[src/rtl/sqd_pkg.sv]
package sqd_pkg;

    localparam int unsigned DEF_OPND_W  = 8;
    localparam int unsigned DEF_MAX_WIN = 4096;

    // Control handed from the stream edge to the window accumulator
    typedef struct packed {
        logic clr;
        logic fire;
        logic last;
    } acc_ctrl_t;

    // Square width plus window growth plus a sign bit
    function automatic int unsigned acc_bits(input int unsigned opnd_w,
                                             input int unsigned max_win);
        return 2 * opnd_w + $clog2(max_win) + 1;
    endfunction

endpackage

[src/rtl/sqd_ripple_add.sv]
module sqd_ripple_add #(
    parameter int unsigned W = 16
) (
    input  logic [W-1:0] a,
    input  logic [W-1:0] b,
    output logic [W-1:0] s
);
    logic [W-2:0] cy;

    for (genvar k = 0; k < W; k++) begin : g_cell
        if (k == 0) begin : g_half
            assign s[k]  = a[k] ^ b[k];
            assign cy[k] = a[k] & b[k];
        end else if (k == W - 1) begin : g_top
            assign s[k] = a[k] ^ b[k] ^ cy[k-1];
        end else begin : g_full
            assign s[k]  = a[k] ^ b[k] ^ cy[k-1];
            assign cy[k] = (a[k] & b[k]) | (cy[k-1] & (a[k] ^ b[k]));
        end
    end
endmodule

[src/rtl/sqd_operand_stage.sv]
module sqd_operand_stage #(
    parameter int unsigned N = 8
) (
    input  logic signed [N-1:0] act,
    input  logic signed [N-1:0] wgt,
    output logic        [N-1:0] mag
);
    logic [N:0] diff;

    assign diff = {act[N-1], act} - {wgt[N-1], wgt};
    // |diff| <= 2^N - 1, so the low N bits carry the whole magnitude
    assign mag  = diff[N] ? (~diff[N-1:0] + {{(N-1){1'b0}}, 1'b1})
                          : diff[N-1:0];
endmodule

[src/rtl/sqd_folded_squarer.sv]
module sqd_folded_squarer #(
    parameter  int unsigned N   = 8,
    localparam int unsigned P_W = 2 * N
) (
    input  logic [N-1:0]   mag,
    output logic [P_W-1:0] square
);
    logic [P_W-1:0] row  [N];
    logic [P_W-1:0] psum [N];

    // Row i: bit i alone at column 2i, cross terms i*j (j > i) at column i+j+1
    for (genvar i = 0; i < N; i++) begin : g_row
        for (genvar b = 0; b < P_W; b++) begin : g_bit
            if (b == 2 * i) begin : g_diag
                assign row[i][b] = mag[i];
            end else if (b > 2 * i + 1 && b <= i + N) begin : g_cross
                assign row[i][b] = mag[i] & mag[b-i-1];
            end else begin : g_zero
                assign row[i][b] = 1'b0;
            end
        end
    end

    assign psum[0] = row[0];
    for (genvar i = 1; i < N; i++) begin : g_sum
        sqd_ripple_add #(.W(P_W)) u_add (
            .a (psum[i-1]),
            .b (row[i]),
            .s (psum[i])
        );
    end

    assign square = psum[N-1];
endmodule

[src/rtl/sqd_window_acc.sv]
module sqd_window_acc
    import sqd_pkg::*;
#(
    parameter int unsigned SQ_W  = 16,
    parameter int unsigned ACC_W = 29
) (
    input  logic                    clk,
    input  logic                    rst,
    input  acc_ctrl_t               ctrl,
    input  logic [SQ_W-1:0]         square,
    input  logic                    out_ready,
    output logic                    res_valid,
    output logic signed [ACC_W-1:0] res
);
    logic signed [ACC_W-1:0] acc;
    logic signed [ACC_W-1:0] sum_next;
    logic signed [ACC_W-1:0] neg_sum;
    logic signed [ACC_W-1:0] half_neg;

    assign sum_next = acc + $signed({{(ACC_W-SQ_W){1'b0}}, square});
    assign neg_sum  = -sum_next;
    assign half_neg = neg_sum >>> 1;

    always_ff @(posedge clk) begin
        if (rst) begin
            acc       <= '0;
            res_valid <= 1'b0;
            res       <= '0;
        end else begin
            if (res_valid && out_ready) begin
                res_valid <= 1'b0;
            end
            if (ctrl.clr) begin
                acc <= '0;
            end else if (ctrl.fire) begin
                if (ctrl.last) begin
                    acc       <= '0;
                    res       <= half_neg;
                    res_valid <= 1'b1;
                end else begin
                    acc <= sum_next;
                end
            end
        end
    end
endmodule

[src/rtl/sqdiff_pe.sv]
module sqdiff_pe
    import sqd_pkg::*;
#(
    parameter  int unsigned OPND_W  = DEF_OPND_W,
    parameter  int unsigned MAX_WIN = DEF_MAX_WIN,
    localparam int unsigned SQ_W    = 2 * OPND_W,
    localparam int unsigned ACC_W   = acc_bits(OPND_W, MAX_WIN)
) (
    input  logic                     clk,
    input  logic                     rst,
    input  logic                     clear,
    input  logic                     in_valid,
    output logic                     in_ready,
    input  logic signed [OPND_W-1:0] in_act,
    input  logic signed [OPND_W-1:0] in_wgt,
    input  logic                     in_last,
    output logic                     out_valid,
    input  logic                     out_ready,
    output logic signed [ACC_W-1:0]  out_result
);
    logic [OPND_W-1:0] mag;
    logic [SQ_W-1:0]   square;
    acc_ctrl_t         ctrl;

    assign in_ready  = !clear && !(out_valid && !out_ready);
    assign ctrl.clr  = clear;
    assign ctrl.fire = in_valid && in_ready;
    assign ctrl.last = in_last;

    sqd_operand_stage #(.N(OPND_W)) u_opnd (
        .act (in_act),
        .wgt (in_wgt),
        .mag (mag)
    );

    sqd_folded_squarer #(.N(OPND_W)) u_sq (
        .mag    (mag),
        .square (square)
    );

    sqd_window_acc #(.SQ_W(SQ_W), .ACC_W(ACC_W)) u_acc (
        .clk       (clk),
        .rst       (rst),
        .ctrl      (ctrl),
        .square    (square),
        .out_ready (out_ready),
        .res_valid (out_valid),
        .res       (out_result)
    );
endmodule

[config.mk]
export PLATFORM = sky130hd
export DESIGN_NAME = sqdiff_pe
export DESIGN_NICKNAME = d
export VERILOG_FILES = /design/src/rtl/sqd_pkg.sv /design/src/rtl/sqd_ripple_add.sv /design/src/rtl/sqd_operand_stage.sv /design/src/rtl/sqd_folded_squarer.sv /design/src/rtl/sqd_window_acc.sv /design/src/rtl/sqdiff_pe.sv
export SDC_FILE = /design/constraint.sdc
export NUM_CORES = 1
export LEC_CHECK = 0
export BUFFER_PORTS_ARGS = -buffer_cell sky130_fd_sc_hd__buf_2
export CELL_PAD_IN_SITES_DETAIL_PLACEMENT = 0
export CELL_PAD_IN_SITES_GLOBAL_PLACEMENT = 1
export CORE_ASPECT_RATIO = 1.2
export CORE_MARGIN = 8
export CORE_UTILIZATION = 45
export CTS_CLUSTER_SIZE = 20
export DETAILED_ROUTE_END_ITERATION = 7
export HOLD_SLACK_MARGIN = 0.1
export PLACE_DENSITY = 0.91
export SKIP_CTS_REPAIR_TIMING = 1
export SYNTH_ARGS = -nofsm -noshare
export SYNTH_HDL_FRONTEND = slang
export SYNTH_SLANG_ARGS = --single-unit
[constraint.sdc]
create_clock -name clk -period 15.7 [get_ports clk]
set_input_delay 0.785 -clock clk [delete_from_list [all_inputs] [get_ports clk]]
set_output_delay 0.785 -clock clk [all_outputs]
set_load 0.01 [all_outputs]
# --- Word level (Yosys, flattened, before mapping) ---
# Index checks and enable logic that the tools add are counted.
classes:
  bitwise_logic: 159
  addsub: 4
  muxes: 6
  reduce_logical: 9
ops:
  columns: ["operator", "n"]
  rows:
  - ["1-bit bitwise AND", 82]
  - ["1-bit XOR", 55]
  - ["29-bit by 17-bit adder with 29-bit output", 1]
  - ["29-bit two-way mux", 1]
  - ["29-bit negator", 1]
  - ["1-bit OR", 20]
  - ["8-bit by 8-bit subtractor with 9-bit output", 1]
  - ["8-bit by 1-bit adder with 8-bit output, second input constant", 1]
  - ["8-bit two-way mux", 1]
  - ["8-bit inverter", 1]
  - ["1-bit logical AND", 4]
  - ["1-bit two-way mux", 4]
  - ["1-bit zero test", 3]
  - ["3-bit AND reduction", 1]
  - ["2-bit OR reduction", 1]
  - ["1-bit inverter", 1]
totals:
  in_bits: 22
  word_cells: 181
  register_bits: 58

# --- Depth between registers and ports, before layout ---
depth:
  word_depth: 41
  depth_mapped: 53
  mapped_depth_nobuf: 53

# --- Cells and area by module ---
# Synthesis repeated with hierarchy kept, for this count alone.
unflattened:
  hier_cells: 768
  hier_area_um2: 7061.8
modules_own_cells:
  columns: ["mod", "seq_area_each_um2", "area_each_um2", "cells_per_inst", "n_inst"]
  rows:
  - ["sqd_window_acc", 1161.1, 4016.4, 522, 1]
  - ["sqd_ripple_add", 0.0, 335.3, 21, 7]
  - ["sqd_operand_stage", 0.0, 489.2, 67, 1]
  - ["sqd_folded_squarer", 0.0, 178.9, 29, 1]
  - ["sqdiff_pe", 0.0, 30.0, 3, 1]

# --- Worst setup path before layout ---
# No wires, ideal clock.
synth_timing:
  path_type: "input -> register"
  start: "in in_act[0]"
  end: "reg, netlist name u_acc.res[27]"
  setup_ps: 91
  arrival_ps: 12194
  path_slack_ps: 3415
  stages: 48
  path_cell_list: "inv_1 -> ha_1 -> fa_1 -> nor2b_1 -> o21ai_0 -> a21boi_0 -> o21a_1 -> o21a_1 -> o22a_1 -> nor2_1 -> xor2_1 -> nor2_1 -> ha_1 -> fa_1 -> fa_1 -> fa_1 -> fa_1 -> fa_1 -> (+12 left out) -> inv_1 -> fa_1 -> inv_1 -> ha_1 -> inv_1 -> fa_1 -> inv_1 -> ha_1 -> ha_1 -> a21oi_1 -> a2bb2oi_1 -> nor3_1 -> a311o_1 -> a311oi_2 -> nand3_1 -> nor4_2 -> nand4_1 -> a311oi_1"
synth_via:
  elab_chain_cells: 41
  word_cells_on_any_way: 163
synth_lines:
  columns: ["item", "line_no", "rtl"]
  rows:
  - ["start: declaration", "sqdiff_pe.sv:14", "input logic signed [OPND_W-1:0] in_act,"]
  - ["8-bit by 8-bit subtractor with 9-bit output *", "sqd_operand_stage.sv:10", "assign diff = {act[N-1], act} - {wgt[N-1], wgt};"]
  - ["8-bit inverter", "sqd_operand_stage.sv:12", "assign mag = diff[N] ? (~diff[N-1:0] + {{(N-1){1'b0}}, 1'b1})"]
  - ["8-bit by 1-bit adder with 8-bit output", "sqd_operand_stage.sv:12", null]
  - ["8-bit two-way mux *", "sqd_operand_stage.sv:12", null]
  - ["1-bit bitwise AND", "sqd_folded_squarer.sv:17", "assign row[i][b] = mag[i] & mag[b-i-1];"]
  - ["1-bit bitwise AND (3 in a row)", "sqd_ripple_add.sv:18", "assign cy[k] = (a[k] & b[k]) | (cy[k-1] & (a[k] ^ b[k]));"]
  - ["1-bit OR", "sqd_ripple_add.sv:18", null]
  - ["1-bit bitwise AND", "sqd_ripple_add.sv:18", null]
  - ["(+23 left out)", null, null]
  - ["1-bit bitwise AND", "sqd_ripple_add.sv:18", null]
  - ["1-bit OR", "sqd_ripple_add.sv:18", null]
  - ["1-bit XOR", "sqd_ripple_add.sv:17, sqd_ripple_add.sv:18", null]
  - ["1-bit bitwise AND or 1-bit XOR (tied branches)", "sqd_ripple_add.sv:18, sqd_ripple_add.sv:17", null]
  - ["1-bit OR or 1-bit bitwise AND (tied branches)", "sqd_ripple_add.sv:18", null]
  - ["1-bit XOR", "sqd_ripple_add.sv:15", "assign s[k] = a[k] ^ b[k] ^ cy[k-1];"]
  - ["29-bit by 17-bit adder with 29-bit output *", "sqd_window_acc.sv:20", "assign sum_next = acc + $signed({{(ACC_W-SQ_W){1'b0}}, square});"]
  - ["29-bit negator *", "sqd_window_acc.sv:21", "assign neg_sum = -sum_next;"]
# Mark *: on every way between the ends. The rest lies on a longest branch, timed or not.
# A chain may end at the register's enable or synchronous reset.

# --- Worst setup path in the final report ---
layout_timing:
  start: "in in_act[0]"
  end: "reg, netlist name u_acc.res[27]"
layout_via:
  elab_chain_cells: 41
  word_cells_on_any_way: 163
layout_lines:
  columns: ["item", "line_no"]
  rows:
  - ["8-bit by 8-bit subtractor with 9-bit output *", "sqd_operand_stage.sv:10"]
  - ["8-bit inverter", "sqd_operand_stage.sv:12"]
  - ["8-bit by 1-bit adder with 8-bit output", "sqd_operand_stage.sv:12"]
  - ["8-bit two-way mux *", "sqd_operand_stage.sv:12"]
  - ["1-bit bitwise AND", "sqd_folded_squarer.sv:17"]
  - ["1-bit bitwise AND (3 in a row)", "sqd_ripple_add.sv:18"]
  - ["1-bit OR", "sqd_ripple_add.sv:18"]
  - ["1-bit bitwise AND", "sqd_ripple_add.sv:18"]
  - ["(+23 left out)", null]
  - ["1-bit bitwise AND", "sqd_ripple_add.sv:18"]
  - ["1-bit OR", "sqd_ripple_add.sv:18"]
  - ["1-bit XOR", "sqd_ripple_add.sv:17, sqd_ripple_add.sv:18"]
  - ["1-bit bitwise AND or 1-bit XOR (tied branches)", "sqd_ripple_add.sv:18, sqd_ripple_add.sv:17"]
  - ["1-bit OR or 1-bit bitwise AND (tied branches)", "sqd_ripple_add.sv:18"]
  - ["1-bit XOR", "sqd_ripple_add.sv:15"]
  - ["29-bit by 17-bit adder with 29-bit output *", "sqd_window_acc.sv:20"]
  - ["29-bit negator *", "sqd_window_acc.sv:21"]
# Marks and branches as above.

==> impl_metrics.sql <==
INSERT INTO impl_metrics (metric_group, metric, value, unit) VALUES
('routing', 'wl', '13630', 'microns'),
('final_layout', 'final_design_area_no_fill', '5866', 'sq um'),
('final_layout', 'syn_to_final_growth', '11.91', '%'),
('grt', 'grt_pass1_vias', '4874', ''),
('min_path', 'hold_path_class', 'register to register', ''),
('clock_tree', 'cts.root.buffer_cell', 'clkbuf_16', ''),
('clock_tree', 'maximum_buffer_depth_of_the_clock_tree', '2', ''),
('sta', 'fin_hold_ws', '449.1', 'ps'),
('routing', 'detail_route.vias_per_cell', '5.740', ''),
('final_layout', 'nets', '770', ''),
('sta', 'final.setup_skew', '7.310', 'ps'),
('setup_path', 'delay_of_the_slowest_cell_on_the_worst_path', '560', 'ps'),
('sta', 'timing_hold_violations_final', '0', ''),
('run_status', 'run_status', 'finished, final reports clean', ''),
('min_path', 'min_to', 'u_acc.res[15]$_SDFFE_PP0P_', ''),
('final_layout', 'final_layout_size_suffix_gt1_share', '15.17', '%'),
('sta', 'max_slew_margin', '30.76', '%'),
('setup_path', 'setup.worst_path.end_class', 'register', ''),
('routing', 'drtIter0Drc', '251', ''),
('placed_design', 'post_dp_cell_area', '5560', 'sq um'),
('setup_path', 'worst-setup-path-type', 'input pin to register', ''),
('placed_design', 'io_buffers', '52', ''),
('synth', 'synth_ff_type', 'dfxtp_1', ''),
('placed_design', 'gp_congestion', '0.8914', ''),
('clock_tree', 'tritoncts.num_buffers', '9', ''),
('sta', 'grt_setup_unrepaired', 'false', ''),
('clock_tree', 'clock_sinks', '58', ''),
('routing', 'detail-route-antenna-nets', '0', ''),
('setup_path', 'slowest_stage', 'a21oi_1', ''),
('min_path', 'hp-start', 'u_acc.res[15]$_SDFFE_PP0P_', ''),
('synth', 'synth.yosys.warnings', '0', ''),
('placed_design', 'place_hpwl', '10720', 'microns'),
('setup_path', 'timing.critical_path.fanout_max', '8', ''),
('grt', 'grt_first_pass_wirelength', '22750', 'microns'),
('setup_path', 'regToRegStartpoint', 'u_acc.acc[0]$_SDFFE_PP0P_', ''),
('routing', 'routed-via-count', '4873', ''),
('setup_path', 'crit_required', '15940', 'ps'),
('setup_path', 'worst-r2r-cell-count', '11', ''),
('synth', 'synth_cell_types', '80', ''),
('sta', 'timing_max_transition_violations_final', '0', ''),
('synth', 'synth_cells', '650', ''),
('sta', 'final_cycle_utilization_of_the_critical_path', '85.49', '%'),
('clock_tree', 'worst_skew_pair.late_latency', '330', 'ps'),
('die', 'chipHeight', '134.2', 'microns'),
('setup_path', 'setup.reg_to_reg.worst_slack', '11810', 'ps'),
('sta', 'worst_max_slew_pin_slew', '1037', 'ps'),
('setup_path', 'startpoint_type', 'input pin', ''),
('die', 'std_cell_rows', '43', ''),
('grt', 'grt_antenna_before_repair', '0', ''),
('sta', 'layout_min_cycle_time', '13420', 'ps'),
('die', 'ios', '53', ''),
('synth', 'ys_async_sr_fraction', '0', '%'),
('setup_path', 'crit_path_frequent_cell', 'fa_1', ''),
('setup_path', 'critical_path_depth', '49', ''),
('sta', 'finalWorstSetupSlack', '2279', 'ps'),
('die', 'core_area', '11460', 'sq um'),
('clock_tree', 'htree_num_levels', '3', ''),
('setup_path', 'worst_r2r_endpoint', 'u_acc.res[23]$_SDFFE_PP0P_', ''),
('grt', 'grt_start_max_net_pins', '32', ''),
('sta', 'setup_viol', '0', ''),
('synth', 'synth_edf_count', '0', ''),
('clock_tree', 'cts.clk_slew.worst_paths', '60', 'ps'),
('synth', 'syn-mean-instance-area', '8.064', 'sq um'),
('routing', 'wire_per_inst', '16.06', 'microns'),
('sta', 'max_freq', '74.51', 'MHz'),
('flow_run', 'max-cap-violations', '0', ''),
('die', 'die_width', '114.5', 'microns'),
('min_path', 'hold_path_depth', '2', ''),
('synth', 'postSynthNetCount', '733', ''),
('placed_design', 'pre_cts_slack', '2064', 'ps'),
('grt', 'global_route.overflow_total', '0', ''),
('setup_path', 'critical_path.top_delay_family', 'adder cells', ''),
('grt', 'groute.usage.overall', '18.04', '%'),
('die', 'dieArea', '15370', 'sq um'),
('routing', 'drt_pre_antenna_iters', '5', ''),
('sta', 'totalNegativeSetupSlack', '0', 'ps'),
('clock_tree', 'clock_tree_from_tritoncts', 'done', ''),
('synth', 'synthesis.area', '5241', 'sq um'),
('routing', 'drcViolationCount', '0', ''),
('synth', 'synth.ff_latch_count', '58', ''),
('synth', 'synth.yosys.seq_area_share', '22.15', '%'),
('setup_path', 'cp.arrival', '13660', 'ps'),
('die', 'initial_core_util', '45.74', '%'),
('final_layout', 'antenna-diode-count', '0', ''),
('setup_path', 'number_of_buffers_and_inverters_on_the_critical_path', '10', '');
[worst max-delay path by stage]
stage          startpoint                    endpoint  slack (ps)
2_1_floorplan   in_act[0]  u_acc.res[27]$_SDFFE_PP0P_        3420
3_3_place_gp    in_act[0]  u_acc.res[27]$_SDFFE_PP0P_        2420
3_5_place_dp    in_act[0]  u_acc.res[27]$_SDFFE_PP0P_        2060
4_1_cts         in_act[0]  u_acc.res[27]$_SDFFE_PP0P_        2340
5_1_grt         in_act[0]  u_acc.res[27]$_SDFFE_PP0P_        1490
6_report        in_act[0]  u_acc.res[27]$_SDFFE_PP0P_        2280
[layer usage]
metal / global-route usage (%) / part of all wire [%] / up-vias
met5: 0 / 0 / -
met4: 7.709 / 3.5 / 0
met3: 3.552 / 4.7 / 35
met2: 33.22 / 52 / 127
met1: 19.37 / 39 / 2315
li1: - / - / 2396
[through the flow]
step	std cells	utilization (%)
finish	849	51.18
floorplan	650	-
detailed placement	833	48.52
global placement	833	48.52
global route	849	51.18
CTS	849	51.18
[synthesized netlist by cell type (all sizes together), types with 7 or more instances]
master	instances	area, sq um
nand3	16	80.08
a22oi	20	163.9
nand4	7	43.79
or3	7	48.80
a21oi	49	256.5
clkbuf	23	116.4
nor4	14	112.6
nor3	22	126.4
xor2	15	131.4
nor2	89	334.1
xnor2	30	262.8
inv	44	165.2
nand2	49	186.4
ha	40	500.5
dfxtp	58	1161
fa	21	420.4
a21o	8	61.31
a211oi	11	87.58
o21ai	25	128.9
and3	8	52.55
[layout make-up]
type                    instances  area [sq um]
flip-flops and latches         58          1161
clock buffers                  10         239.0
inverters                      44         165.2
well taps                     157         196.4
clock inverters                 6         66.31
multi-input cells             520          3762
fillers                      1119          5594
repair buffers                 54         275.3
[worst min-delay path, delay by kind of cell (launching register included)]
kind	cells	cell delay, ps
flops	1	300
compound gates	1	50
simple gates	1	50
[sequential cells by signal, indices dropped and copies added (netlist names)]
name and count:
u_acc.acc 29, u_acc.res_valid 1, u_acc.res 28
[cell usage in the layout (no fill, tap or decap), drive strengths merged, types with 5 or more instances in the layout]
cell type / Yosys / routed
fa: 21 / 21
a311oi: 5 / 5
a211oi: 11 / 11
a21o: 8 / 8
clkbuf: 23 / 10
nand2: 49 / 49
and2: 5 / 5
nor4: 14 / 14
nor2: 89 / 89
dfxtp: 58 / 58
xnor2: 30 / 30
nand3b: 5 / 5
or3: 7 / 7
o21bai: 5 / 5
a22oi: 20 / 20
nor3: 22 / 22
nand3: 16 / 16
ha: 40 / 40
or2: 5 / 5
inv: 44 / 44
nand4: 7 / 7
a21oi: 49 / 49
buf: 4 / 54
and3: 8 / 8
o21ai: 25 / 25
xor2: 15 / 15
[cells by family (layout without fill, tap and decap cells)]
group	count (synthesis)	in the layout	share of synthesized area [%]
xor gates and xnor gates	45	45	7.520
adders and majority gates	61	61	17.57
AOI/OAI and AO/OA	169	169	23.20
DFF	58	58	22.15
buffers and inverters	72	114	6.111
and+or+nand+nor	245	245	23.44
Power is not shown: default switching activity piles up to over one toggle a cycle in this logic, so the estimate is an artifact.
